==> src/rtl/tsm_pkg.sv <==
package tsm_pkg;

  typedef enum logic [2:0] {
    PH_IDLE,
    PH_SETUP,
    PH_HIGH,
    PH_LOW,
    PH_HOLD,
    PH_GAP
  } phase_t;

  function automatic int imax(input int a, input int b);
    return (a > b) ? a : b;
  endfunction

endpackage

==> src/rtl/tsm_interval_timer.sv <==
module tsm_interval_timer #(
  parameter int W = 4
) (
  input  logic         clk,
  input  logic         rst_n,
  input  logic         load,
  input  logic [W-1:0] load_val,
  output logic         expired
);

  logic [W-1:0] cnt_q, cnt_d;

  always_comb begin
    cnt_d = cnt_q;
    if (load)
      cnt_d = load_val;
    else if (cnt_q != '0)
      cnt_d = cnt_q - 1'b1;
  end

  always_ff @(posedge clk or negedge rst_n) begin
    if (!rst_n) cnt_q <= '0;
    else        cnt_q <= cnt_d;
  end

  assign expired = (cnt_q == '0);

endmodule

==> src/rtl/tsm_lane_shifter.sv <==
module tsm_lane_shifter #(
  parameter int N_DEV  = 4,
  parameter int WORD_W = 8
) (
  input  logic                    clk,
  input  logic                    rst_n,
  input  logic                    load,
  input  logic                    shift,
  input  logic [N_DEV*WORD_W-1:0] words,
  output logic [N_DEV-1:0]        msb
);

  for (genvar i = 0; i < N_DEV; i++) begin : g_lane
    logic [WORD_W-1:0] sh_q, sh_d;

    always_comb begin
      sh_d = sh_q;
      if (load)
        sh_d = words[i*WORD_W +: WORD_W];
      else if (shift)
        sh_d = {sh_q[WORD_W-2:0], 1'b0};
    end

    always_ff @(posedge clk or negedge rst_n) begin
      if (!rst_n) sh_q <= '0;
      else        sh_q <= sh_d;
    end

    assign msb[i] = sh_q[WORD_W-1];
  end

endmodule

==> src/rtl/tsm_sequencer.sv <==
module tsm_sequencer
  import tsm_pkg::*;
#(
  parameter int N_DEV        = 4,
  parameter int WORD_W       = 8,
  parameter int CLK_HIGH_CYC = 3,
  parameter int CLK_LOW_CYC  = 3,
  parameter int EN_SETUP_CYC = 3,
  parameter int EN_HOLD_CYC  = 2,
  parameter int EN_GAP_CYC   = 5,
  localparam int IDX_W = (N_DEV > 1) ? $clog2(N_DEV) : 1,
  localparam int BIT_W = $clog2(WORD_W),
  localparam int TMR_MAX = imax(imax(CLK_HIGH_CYC, CLK_LOW_CYC),
                                imax(imax(EN_SETUP_CYC, EN_HOLD_CYC), EN_GAP_CYC)),
  localparam int TMR_W = $clog2(TMR_MAX + 1)
) (
  input  logic             clk,
  input  logic             rst_n,
  input  logic             start,
  input  logic             mode_sel,
  input  logic             tmr_expired,
  output logic             tmr_load,
  output logic [TMR_W-1:0] tmr_val,
  output logic             shf_load,
  output logic             shf_shift,
  output logic             capture,
  output phase_t           phase,
  output logic [IDX_W-1:0] dev_idx,
  output logic             mode_q,
  output logic             busy,
  output logic             done
);

  localparam logic [BIT_W-1:0] LAST_BIT = BIT_W'(WORD_W - 1);
  localparam logic [IDX_W-1:0] LAST_DEV = IDX_W'(N_DEV - 1);

  phase_t           ph_q, ph_d;
  logic [BIT_W-1:0] bit_q, bit_d;
  logic [IDX_W-1:0] dev_q, dev_d;
  logic             mode_d;
  logic             done_q, done_d;

  always_comb begin
    ph_d      = ph_q;
    bit_d     = bit_q;
    dev_d     = dev_q;
    mode_d    = mode_q;
    done_d    = 1'b0;
    tmr_load  = 1'b0;
    tmr_val   = '0;
    shf_load  = 1'b0;
    shf_shift = 1'b0;
    capture   = 1'b0;
    unique case (ph_q)
      PH_IDLE: begin
        if (start) begin
          capture  = 1'b1;
          mode_d   = mode_sel;
          dev_d    = '0;
          bit_d    = '0;
          shf_load = 1'b1;
          tmr_load = 1'b1;
          tmr_val  = TMR_W'(EN_SETUP_CYC - 1);
          ph_d     = PH_SETUP;
        end
      end
      PH_SETUP: begin
        if (tmr_expired) begin
          tmr_load = 1'b1;
          tmr_val  = TMR_W'(CLK_HIGH_CYC - 1);
          ph_d     = PH_HIGH;
        end
      end
      PH_HIGH: begin
        if (tmr_expired) begin
          tmr_load = 1'b1;
          if (bit_q == LAST_BIT) begin
            tmr_val = TMR_W'(EN_HOLD_CYC - 1);
            ph_d    = PH_HOLD;
          end else begin
            tmr_val   = TMR_W'(CLK_LOW_CYC - 1);
            shf_shift = 1'b1;
            bit_d     = bit_q + 1'b1;
            ph_d      = PH_LOW;
          end
        end
      end
      PH_LOW: begin
        if (tmr_expired) begin
          tmr_load = 1'b1;
          tmr_val  = TMR_W'(CLK_HIGH_CYC - 1);
          ph_d     = PH_HIGH;
        end
      end
      PH_HOLD: begin
        if (tmr_expired) begin
          tmr_load = 1'b1;
          tmr_val  = TMR_W'(EN_GAP_CYC - 1);
          ph_d     = PH_GAP;
        end
      end
      PH_GAP: begin
        if (tmr_expired) begin
          if (!mode_q && (dev_q != LAST_DEV)) begin
            dev_d    = dev_q + 1'b1;
            bit_d    = '0;
            shf_load = 1'b1;
            tmr_load = 1'b1;
            tmr_val  = TMR_W'(EN_SETUP_CYC - 1);
            ph_d     = PH_SETUP;
          end else begin
            done_d = 1'b1;
            ph_d   = PH_IDLE;
          end
        end
      end
      default: ph_d = PH_IDLE;
    endcase
  end

  always_ff @(posedge clk or negedge rst_n) begin
    if (!rst_n) begin
      ph_q   <= PH_IDLE;
      bit_q  <= '0;
      dev_q  <= '0;
      mode_q <= 1'b0;
      done_q <= 1'b0;
    end else begin
      ph_q   <= ph_d;
      bit_q  <= bit_d;
      dev_q  <= dev_d;
      mode_q <= mode_d;
      done_q <= done_d;
    end
  end

  assign phase   = ph_q;
  assign dev_idx = dev_q;
  assign busy    = (ph_q != PH_IDLE);
  assign done    = done_q;

endmodule

==> src/rtl/tsm_pin_stage.sv <==
module tsm_pin_stage
  import tsm_pkg::*;
#(
  parameter int N_DEV = 4,
  localparam int IDX_W = (N_DEV > 1) ? $clog2(N_DEV) : 1
) (
  input  logic             clk,
  input  logic             rst_n,
  input  phase_t           phase,
  input  logic [IDX_W-1:0] dev_idx,
  input  logic             mode_q,
  input  logic [N_DEV-1:0] lane_msb,
  output logic             sclk,
  output logic             sdat,
  output logic [N_DEV-1:0] sen_dev,
  output logic             sen_all,
  output logic [N_DEV-1:0] sdat_lane
);

  logic en_on;
  logic sclk_d, sdat_d, sen_all_d;
  logic [N_DEV-1:0] sen_dev_d, sdat_lane_d;

  assign en_on     = (phase == PH_SETUP) || (phase == PH_HIGH) ||
                     (phase == PH_LOW)   || (phase == PH_HOLD);
  assign sclk_d    = (phase == PH_HIGH);
  assign sen_all_d = en_on && mode_q;
  assign sdat_d    = en_on && !mode_q && lane_msb[dev_idx];

  for (genvar i = 0; i < N_DEV; i++) begin : g_dev
    assign sen_dev_d[i]   = en_on && !mode_q && (dev_idx == IDX_W'(i));
    assign sdat_lane_d[i] = en_on && mode_q && lane_msb[i];
  end

  always_ff @(posedge clk or negedge rst_n) begin
    if (!rst_n) begin
      sclk      <= 1'b0;
      sdat      <= 1'b0;
      sen_all   <= 1'b0;
      sen_dev   <= '0;
      sdat_lane <= '0;
    end else begin
      sclk      <= sclk_d;
      sdat      <= sdat_d;
      sen_all   <= sen_all_d;
      sen_dev   <= sen_dev_d;
      sdat_lane <= sdat_lane_d;
    end
  end

endmodule

==> src/rtl/tsm_master.sv <==
module tsm_master
  import tsm_pkg::*;
#(
  parameter int N_DEV        = 4,
  parameter int WORD_W       = 8,
  parameter int CLK_HIGH_CYC = 3,
  parameter int CLK_LOW_CYC  = 3,
  parameter int EN_SETUP_CYC = 3,
  parameter int EN_HOLD_CYC  = 2,
  parameter int EN_GAP_CYC   = 5
) (
  input  logic                    clk,
  input  logic                    rst_n,
  input  logic                    start,
  input  logic                    mode_sel,
  input  logic [N_DEV*WORD_W-1:0] words_i,
  output logic                    busy,
  output logic                    done,
  output logic                    sclk,
  output logic                    sdat,
  output logic [N_DEV-1:0]        sen_dev,
  output logic                    sen_all,
  output logic [N_DEV-1:0]        sdat_lane
);

  localparam int IDX_W   = (N_DEV > 1) ? $clog2(N_DEV) : 1;
  localparam int TMR_MAX = imax(imax(CLK_HIGH_CYC, CLK_LOW_CYC),
                                imax(imax(EN_SETUP_CYC, EN_HOLD_CYC), EN_GAP_CYC));
  localparam int TMR_W   = $clog2(TMR_MAX + 1);

  logic                    tmr_load, tmr_expired;
  logic [TMR_W-1:0]        tmr_val;
  logic                    shf_load, shf_shift, capture;
  phase_t                  phase;
  logic [IDX_W-1:0]        dev_idx;
  logic                    mode_q;
  logic [N_DEV-1:0]        lane_msb;
  logic [N_DEV*WORD_W-1:0] words_q, words_d, shf_src;

  // Word hold register: written only when a start is accepted
  always_comb begin
    words_d = words_q;
    if (capture) words_d = words_i;
  end

  always_ff @(posedge clk or negedge rst_n) begin
    if (!rst_n) words_q <= '0;
    else        words_q <= words_d;
  end

  assign shf_src = capture ? words_i : words_q;

  tsm_sequencer #(
    .N_DEV(N_DEV), .WORD_W(WORD_W),
    .CLK_HIGH_CYC(CLK_HIGH_CYC), .CLK_LOW_CYC(CLK_LOW_CYC),
    .EN_SETUP_CYC(EN_SETUP_CYC), .EN_HOLD_CYC(EN_HOLD_CYC),
    .EN_GAP_CYC(EN_GAP_CYC)
  ) u_seq (
    .clk(clk), .rst_n(rst_n), .start(start), .mode_sel(mode_sel),
    .tmr_expired(tmr_expired), .tmr_load(tmr_load), .tmr_val(tmr_val),
    .shf_load(shf_load), .shf_shift(shf_shift), .capture(capture),
    .phase(phase), .dev_idx(dev_idx), .mode_q(mode_q),
    .busy(busy), .done(done)
  );

  tsm_interval_timer #(.W(TMR_W)) u_tmr (
    .clk(clk), .rst_n(rst_n), .load(tmr_load), .load_val(tmr_val),
    .expired(tmr_expired)
  );

  tsm_lane_shifter #(.N_DEV(N_DEV), .WORD_W(WORD_W)) u_shf (
    .clk(clk), .rst_n(rst_n), .load(shf_load), .shift(shf_shift),
    .words(shf_src), .msb(lane_msb)
  );

  tsm_pin_stage #(.N_DEV(N_DEV)) u_pins (
    .clk(clk), .rst_n(rst_n), .phase(phase), .dev_idx(dev_idx),
    .mode_q(mode_q), .lane_msb(lane_msb),
    .sclk(sclk), .sdat(sdat), .sen_dev(sen_dev), .sen_all(sen_all),
    .sdat_lane(sdat_lane)
  );

endmodule

==> config.mk <==
export PLATFORM = sky130hd
export DESIGN_NAME = tsm_master
export DESIGN_NICKNAME = d
export VERILOG_FILES = /design/src/rtl/tsm_pkg.sv /design/src/rtl/tsm_interval_timer.sv /design/src/rtl/tsm_lane_shifter.sv /design/src/rtl/tsm_sequencer.sv /design/src/rtl/tsm_pin_stage.sv /design/src/rtl/tsm_master.sv
export SDC_FILE = /design/constraint.sdc
export NUM_CORES = 1
export LEC_CHECK = 0
export CAP_MARGIN = 5
export CORE_MARGIN = 4
export CORE_UTILIZATION = 65
export CTS_CLUSTER_DIAMETER = 40
export DETAILED_ROUTE_END_ITERATION = 12
export DONT_BUFFER_PORTS = 1
export PLACE_DENSITY_LB_ADDON = 0.15
export SKIP_CTS_REPAIR_TIMING = 1
export SYNTH_ARGS = -nofsm -noshare
export SYNTH_HDL_FRONTEND = slang
export SYNTH_HIERARCHICAL = 1
export SYNTH_SLANG_ARGS = --single-unit
==> constraint.sdc <==
create_clock -name clk -period 5.1 [get_ports clk]
set_input_delay 0.255 -clock clk [delete_from_list [all_inputs] [get_ports clk]]
set_output_delay 0.255 -clock clk [all_outputs]
set_load 0.03 [all_outputs]
# [After elaboration in Yosys (flattened, before gate mapping)]
# Index checks and enable logic that the tools add are counted.
[word_totals] regBits=88 out_inout_bits=13
[op_classes] n_addsub=3 order_cmp=1 n_eq_ne=17 mux=52 reduce_logical=31
[op_table] op="$mux 8" n=8
[op_table] op="$mux 3" n=16
[op_table] op="$mux 32" n=1
[op_table] op="$pmux 3 s5" n=2
[op_table] op="$mux 2" n=7
[op_table] op="$mux 1" n=13
[op_table] op="$logic_and 1x1->1" n=12
[op_table] op="$ne 2x2->1 const B" n=6
[op_table] op="$eq 3x3->1 const B" n=3
[op_table] op="$pmux 3 s3" n=1
[op_table] op="$reduce_bool 3->1" n=3
[op_table] op="$eq 3x2->1 const B" n=2
[op_table] op="$logic_not 3->1" n=2
[op_table] op="$reduce_and 6->1" n=1
[op_table] op="$reduce_bool 2->1" n=3
[op_table] op="$reduce_and 5->1" n=1
[op_table] op="$eq 2x2->1 const B" n=2
[op_table] op="$ne 2x1->1 const B" n=2
[op_table] op="$pmux 2 s2" n=1
[op_table] op="$reduce_and 4->1" n=1
[op_table] op="$reduce_or 4->1" n=1
[op_table] op="$add 3x1->3 const B" n=1
[op_table] op="$eq 3x1->1 const B" n=1
[op_table] op="$logic_or 1x1->1" n=3
[op_table] op="other kinds (11)" n=11

# [Depth between registers and ports, before layout]
[depth] ltp_word=6 ltp_mapped=12 depth_no_buf=9

# [Cells and area by module]
# The synthesis kept the hierarchy.
[modules_own_cells] mod="tsm_lane_shifter" n_inst=1 cells_per_inst=143 area_per_inst_um2=1521.5 seq_area_each_um2=800.8
[modules_own_cells] mod="tsm_master" n_inst=1 cells_per_inst=68 area_per_inst_um2=1345.0 seq_area_each_um2=800.8
[modules_own_cells] mod="tsm_sequencer" n_inst=1 cells_per_inst=70 area_per_inst_um2=654.4 seq_area_each_um2=250.2
[modules_own_cells] mod="tsm_pin_stage" n_inst=1 cells_per_inst=31 area_per_inst_um2=485.5 seq_area_each_um2=275.3
[modules_own_cells] mod="tsm_interval_timer" n_inst=1 cells_per_inst=21 area_per_inst_um2=200.2 seq_area_each_um2=75.1

# [Least setup slack after synthesis]
# OpenSTA, ideal clock, no wires.
[synth_path] path_kind="register to register" start="register u_seq.ph_q[0], in the netlist u_seq/phase[0]" end="register u_tmr.cnt_q[0]" setup_ps=137 arrival_time_ps=1795 required_ps=4963 path_slack_ps=3167 stages_incl_launch_ff=7 cell_sequence="dfrtp_1 -> clkbuf_1 -> or3_1 -> nand3_1 -> nand2_1 -> nor4b_1 -> a221oi_1"
[synth_between] elab_chain_len=4
[synth_lines] item="from (decl)" line="tsm_sequencer.sv:37" rtl="phase_t ph_q, ph_d;"
[synth_lines] item="from (signal assigned)" line="tsm_sequencer.sv:129" rtl="ph_q <= ph_d;"
[synth_lines] item="$eq 3x3->1 (tied with other cells)" line="tsm_sequencer.sv:54" rtl="unique case (ph_q)"
[synth_lines] item="$reduce_or 4->1 (no source line)"
[synth_lines] item="$pmux 1 s3 (*)" line="tsm_sequencer.sv:54"
[synth_lines] item="net tmr_load" line="tsm_master.sv:31" rtl="logic tmr_load, tmr_expired;"
[synth_lines] item="$mux 3 / $reduce_bool 2->1 (equally long branches)"
[synth_lines] item="to (signal assigned)" line="tsm_interval_timer.sv:23" rtl="else cnt_q <= cnt_d;"
[synth_lines] item="to (decl)" line="tsm_interval_timer.sv:11" rtl="logic [W-1:0] cnt_q, cnt_d;"
# Mark *: on every way through the listed nets, which the timed path passes. The rest lies on a longest branch.
# A chain may end at the register's enable or synchronous reset.

# [Final worst setup path]
[layout_path] start="register u_tmr.cnt_q[0]" end="register u_shf.g_lane[1].sh_q[0]"
[layout_between] elab_chain_len=4
[layout_lines] item="$logic_not 3->1 (*)" line="tsm_interval_timer.sv:26" rtl="assign expired = (cnt_q == '0);"
[layout_lines] item="net tmr_expired" line="tsm_master.sv:31"
[layout_lines] item="$mux 1 (*)" line="tsm_sequencer.sv:103" rtl="if (tmr_expired) begin"
[layout_lines] item="$pmux 1 s2 (*)" line="tsm_sequencer.sv:54"
[layout_lines] item="net shf_load" line="tsm_master.sv:33" rtl="logic shf_load, shf_shift, capture;"
[layout_lines] item="$mux 8 / $reduce_bool 2->1 (equally long branches)"
[layout_lines] item="to (signal assigned)" line="tsm_lane_shifter.sv:25" rtl="if (!rst_n) sh_q <= '0;"
[layout_lines] item="to (signal assigned)" line="tsm_lane_shifter.sv:26" rtl="else sh_q <= sh_d;"
[layout_lines] item="to (decl)" line="tsm_lane_shifter.sv:14" rtl="logic [WORD_W-1:0] sh_q, sh_d;"
# Marked as above.

==> summary.txt <==
Detailed routing
  • DR iter-0 viols: 141
  • Drt wl/cell: 16.65 µm
  • Drt first pass iters: 4
  • DR vias/cell: 5.812
  • Post-route DRC: 0
  • Drt total wl: 6727 µm
  • Via count: 2348
  • Remaining antenna violation count after routing: 0

Setup path
  • Worst r2r dst: u_shf/g_lane[1].sh_q[0]
  • Critical Path RT: 5290 ps
  • CP Class: reg -> reg
  • FF-to-FF setup slack: 2570 ps
  • Startpoint Class: register
  • R2R depth: 9
  • CP max FO: 64
  • Critical path capture point type: register
  • Arr. time, crit path: 2720 ps
  • RR Startpoint: u_tmr/cnt_q[0]

Global routing
  • Grt total ovfl: 0
  • Largest net degree at the start of global routing: 89
  • First-pass GRT wire length: 11050 µm
  • Initial antenna violation count: 0
  • Vias in the first global route: 2312
  • GRT Util Overall: 18.31%

Timing
  • Clock Skew: 8.692 ps
  • Final period util: 49.57%
  • F_max: 395.6 MHz
  • Worst slew pin tran: 923.2 ps
  • Final hold slack: 69.25 ps
  • # setup viols final: 0
  • Slew Limit Fails: 0
  • Final worst slack: 2572 ps
  • Final Hold Vio Count: 0
  • RSZ-0062 raised after global routing: false
  • Setup TNS: 0 ps
  • Minimum clock period: 2528 ps
  • Worst slew margin: 38.37%

Pwr
  • LEAKAGE: 1.870 nW
  • Tot Pwr: 0.002401 W
  • Peak supply drop: 320.4 µV
  • Power per Cell Area: 553.3 mW/mm²

Final layout
  • Most frequent cells in the layout: dfrtp_1 (88), nand2_1 (41), mux2_4 (31)
  • Nets: 363
  • Layout cell share with drive strength beyond 1: 19.88%
  • Commonest non-fill, non-tap cell in the layout: dfrtp_1
  • Non-Filler Instances: 404
  • Area Growth Syn to Fin: 3.153%
  • ANT cells: 0

CTS
  • Clk sinks: 88
  • Clock transition at path regs: 90 ps
  • Clock Tree Buf Depth: 2
  • H-Tree Level Count: 3
  • Worst-Skew Late Latency: 340 ps
  • CTS tree: done
  • CTS root buf: clkbuf_8
  • CTS Buf Count: 9

Logic synthesis
  • EDFF count, synth: 0
  • Distinct cells, synth: 51
  • Seq/Total Area, Yosys: 52.35%
  • Ys Warns: 6
  • Mapped Avg Cell Area: 12.63 µm²
  • Most used DFF post-synth: dfrtp_1
  • Cell count after synthesis: 333
  • Syn_nets: 374
  • Mapped cell area: 0.004207 mm²
  • Ys async rst share: 100.0%
  • #FFs+latches synth: 88
  • Top cell type by total area after synthesis: dfrtp_1
  • Main area contributors after synthesis: dfrtp_1 (52%), mux2_4 (11%), mux2i_1 (7.1%)
  • Share of the synthesized area in the top cell type: 52.35%

Die
  • Row cnt: 29
  • Die Wd: 88.45 µm
  • IO Pins: 49
  • Starting Density: 66.63%
  • Die area: 0.007823 mm²
  • Core area: 0.006314 mm²
  • Die height: 88.45 µm

Placement
  • RePlAce Congestion: 0.8447
  • Pre-CTS setup slack: 2580 ps
  • Post-Place Cells: 386
  • Final HPWL DP: 4271 µm
  • PortBufs: 0

Hold path
  • Hold path depth: 1
  • Hold wc startpoint: mode_sel
  • Hold WC Path Type: in -> reg
  • Hold Crit Endpoint: u_seq/mode_q

Run status
  • Outcome: finished, final reports clean

Job
  • Max-cap check violation count: 0
sequential cells by signal, indices dropped and copies added (netlist names):
signal,count
u_pins/sclk,1
u_pins/sdat,1
u_pins/sdat_lane,4
u_pins/sen_all,1
u_pins/sen_dev,4
u_seq/bit_q,3
u_seq/dev_idx,2
u_seq/done,1
u_seq/mode_q,1
u_seq/phase,3
u_shf/g_lane.sh_q,32
u_tmr/cnt_q,3
words_q,32
stage by stage:
| stage | utilization (%) | instance area [µm²] |
|---|---|---|
| floorplan | - | 4207 |
| global placement | 64.61 | 4079 |
| detailed placement | 64.61 | 4079 |
| CTS | 68.13 | 4302 |
| global route | 68.73 | 4339 |
| finish | 68.73 | 4339 |
cell families (layout without fill, tap and decap cells):
kind of cell | count (synthesis) | count (layout) | synth area share (%)
AOI/OAI and AO/OA | 49 | 49 | 6.662
adders and majority gates | 5 | 5 | 1.487
buffers and inverters | 34 | 28 | 6.484
DFF | 88 | 88 | 52.35
muxes | 66 | 66 | 19.81
and+or+nand+nor | 91 | 91 | 13.21
where the power goes:
group	total [W]	internal (W)	switching [W]
registers	0.00122	0.000988	0.000235
clock network	0.000523	0.000292	0.000232
logic	0.000655	0.000378	0.000277
metal layers:
metal,GRT usage (%),wire [µm]
met1,25.28,3220
met2,28.48,3117
met3,3.352,278
met4,8.104,110
met5,0,0
synthesized netlist by cell type, types with 2 or more instances:
master and number:
nor4bb_1 3, nor4b_1 2, buf_2 9, buf_12 5, nor2_1 4, a21o_1 2, and3_1 3, nand2b_1 11
inv_1 9, dfrtp_1 88, o21ai_1 28, o21a_1 2, mux2_2 3, buf_4 5, mux2i_1 30, a21oi_1 3
nor4b_2 2, nor4_2 3, nor2b_1 3, nor3_1 2, o21ai_0 7, ha_1 5, buf_6 3, nor3b_1 3
mux2_4 31, nand2_1 41, or3b_1 2
how the worst max path moves through the flow:
| stage | start | to | slack [ps] | cells past startpoint |
|---|---|---|---|---|
| 5_1_grt | u_tmr/cnt_q[0] | u_shf/g_lane[2].sh_q[0] | 2260 | 9 |
| 2_1_floorplan | u_seq/phase[0] | u_tmr/cnt_q[0] | 3170 | 6 |
| 4_1_cts | u_tmr/cnt_q[0] | u_shf/g_lane[3].sh_q[0] | 2560 | 9 |
| 3_3_place_gp | u_seq/phase[2] | u_shf/g_lane[2].sh_q[0] | 2720 | 6 |
| 3_5_place_dp | u_tmr/cnt_q[0] | u_shf/g_lane[1].sh_q[0] | 2580 | 9 |
| 6_report | u_tmr/cnt_q[0] | u_shf/g_lane[1].sh_q[0] | 2570 | 9 |
cell type report:
type                            instances  area [µm²]
Clock buffer                           12       145.1
Clock inverter                          4       77.57
Fill cell                             467        1974
Inverter                                9       33.78
Multi-Input combinational cell        211        1739
Sequential cell                        88        2202
Tap cell                               77       96.34
Timing Repair Buffer                    3       45.04
worst max-delay path, stage by stage (launching register included):
cell and delay (ps):
dfrtp_1 400, inv_1 90, ha_1 200, nand2b_1 100, inv_1 220, nand4_1 150, nor2b_2 250, inv_2 670
nand2b_1 200, o21ai_0 70
Note: power is estimated with default switching activity, not from simulation.
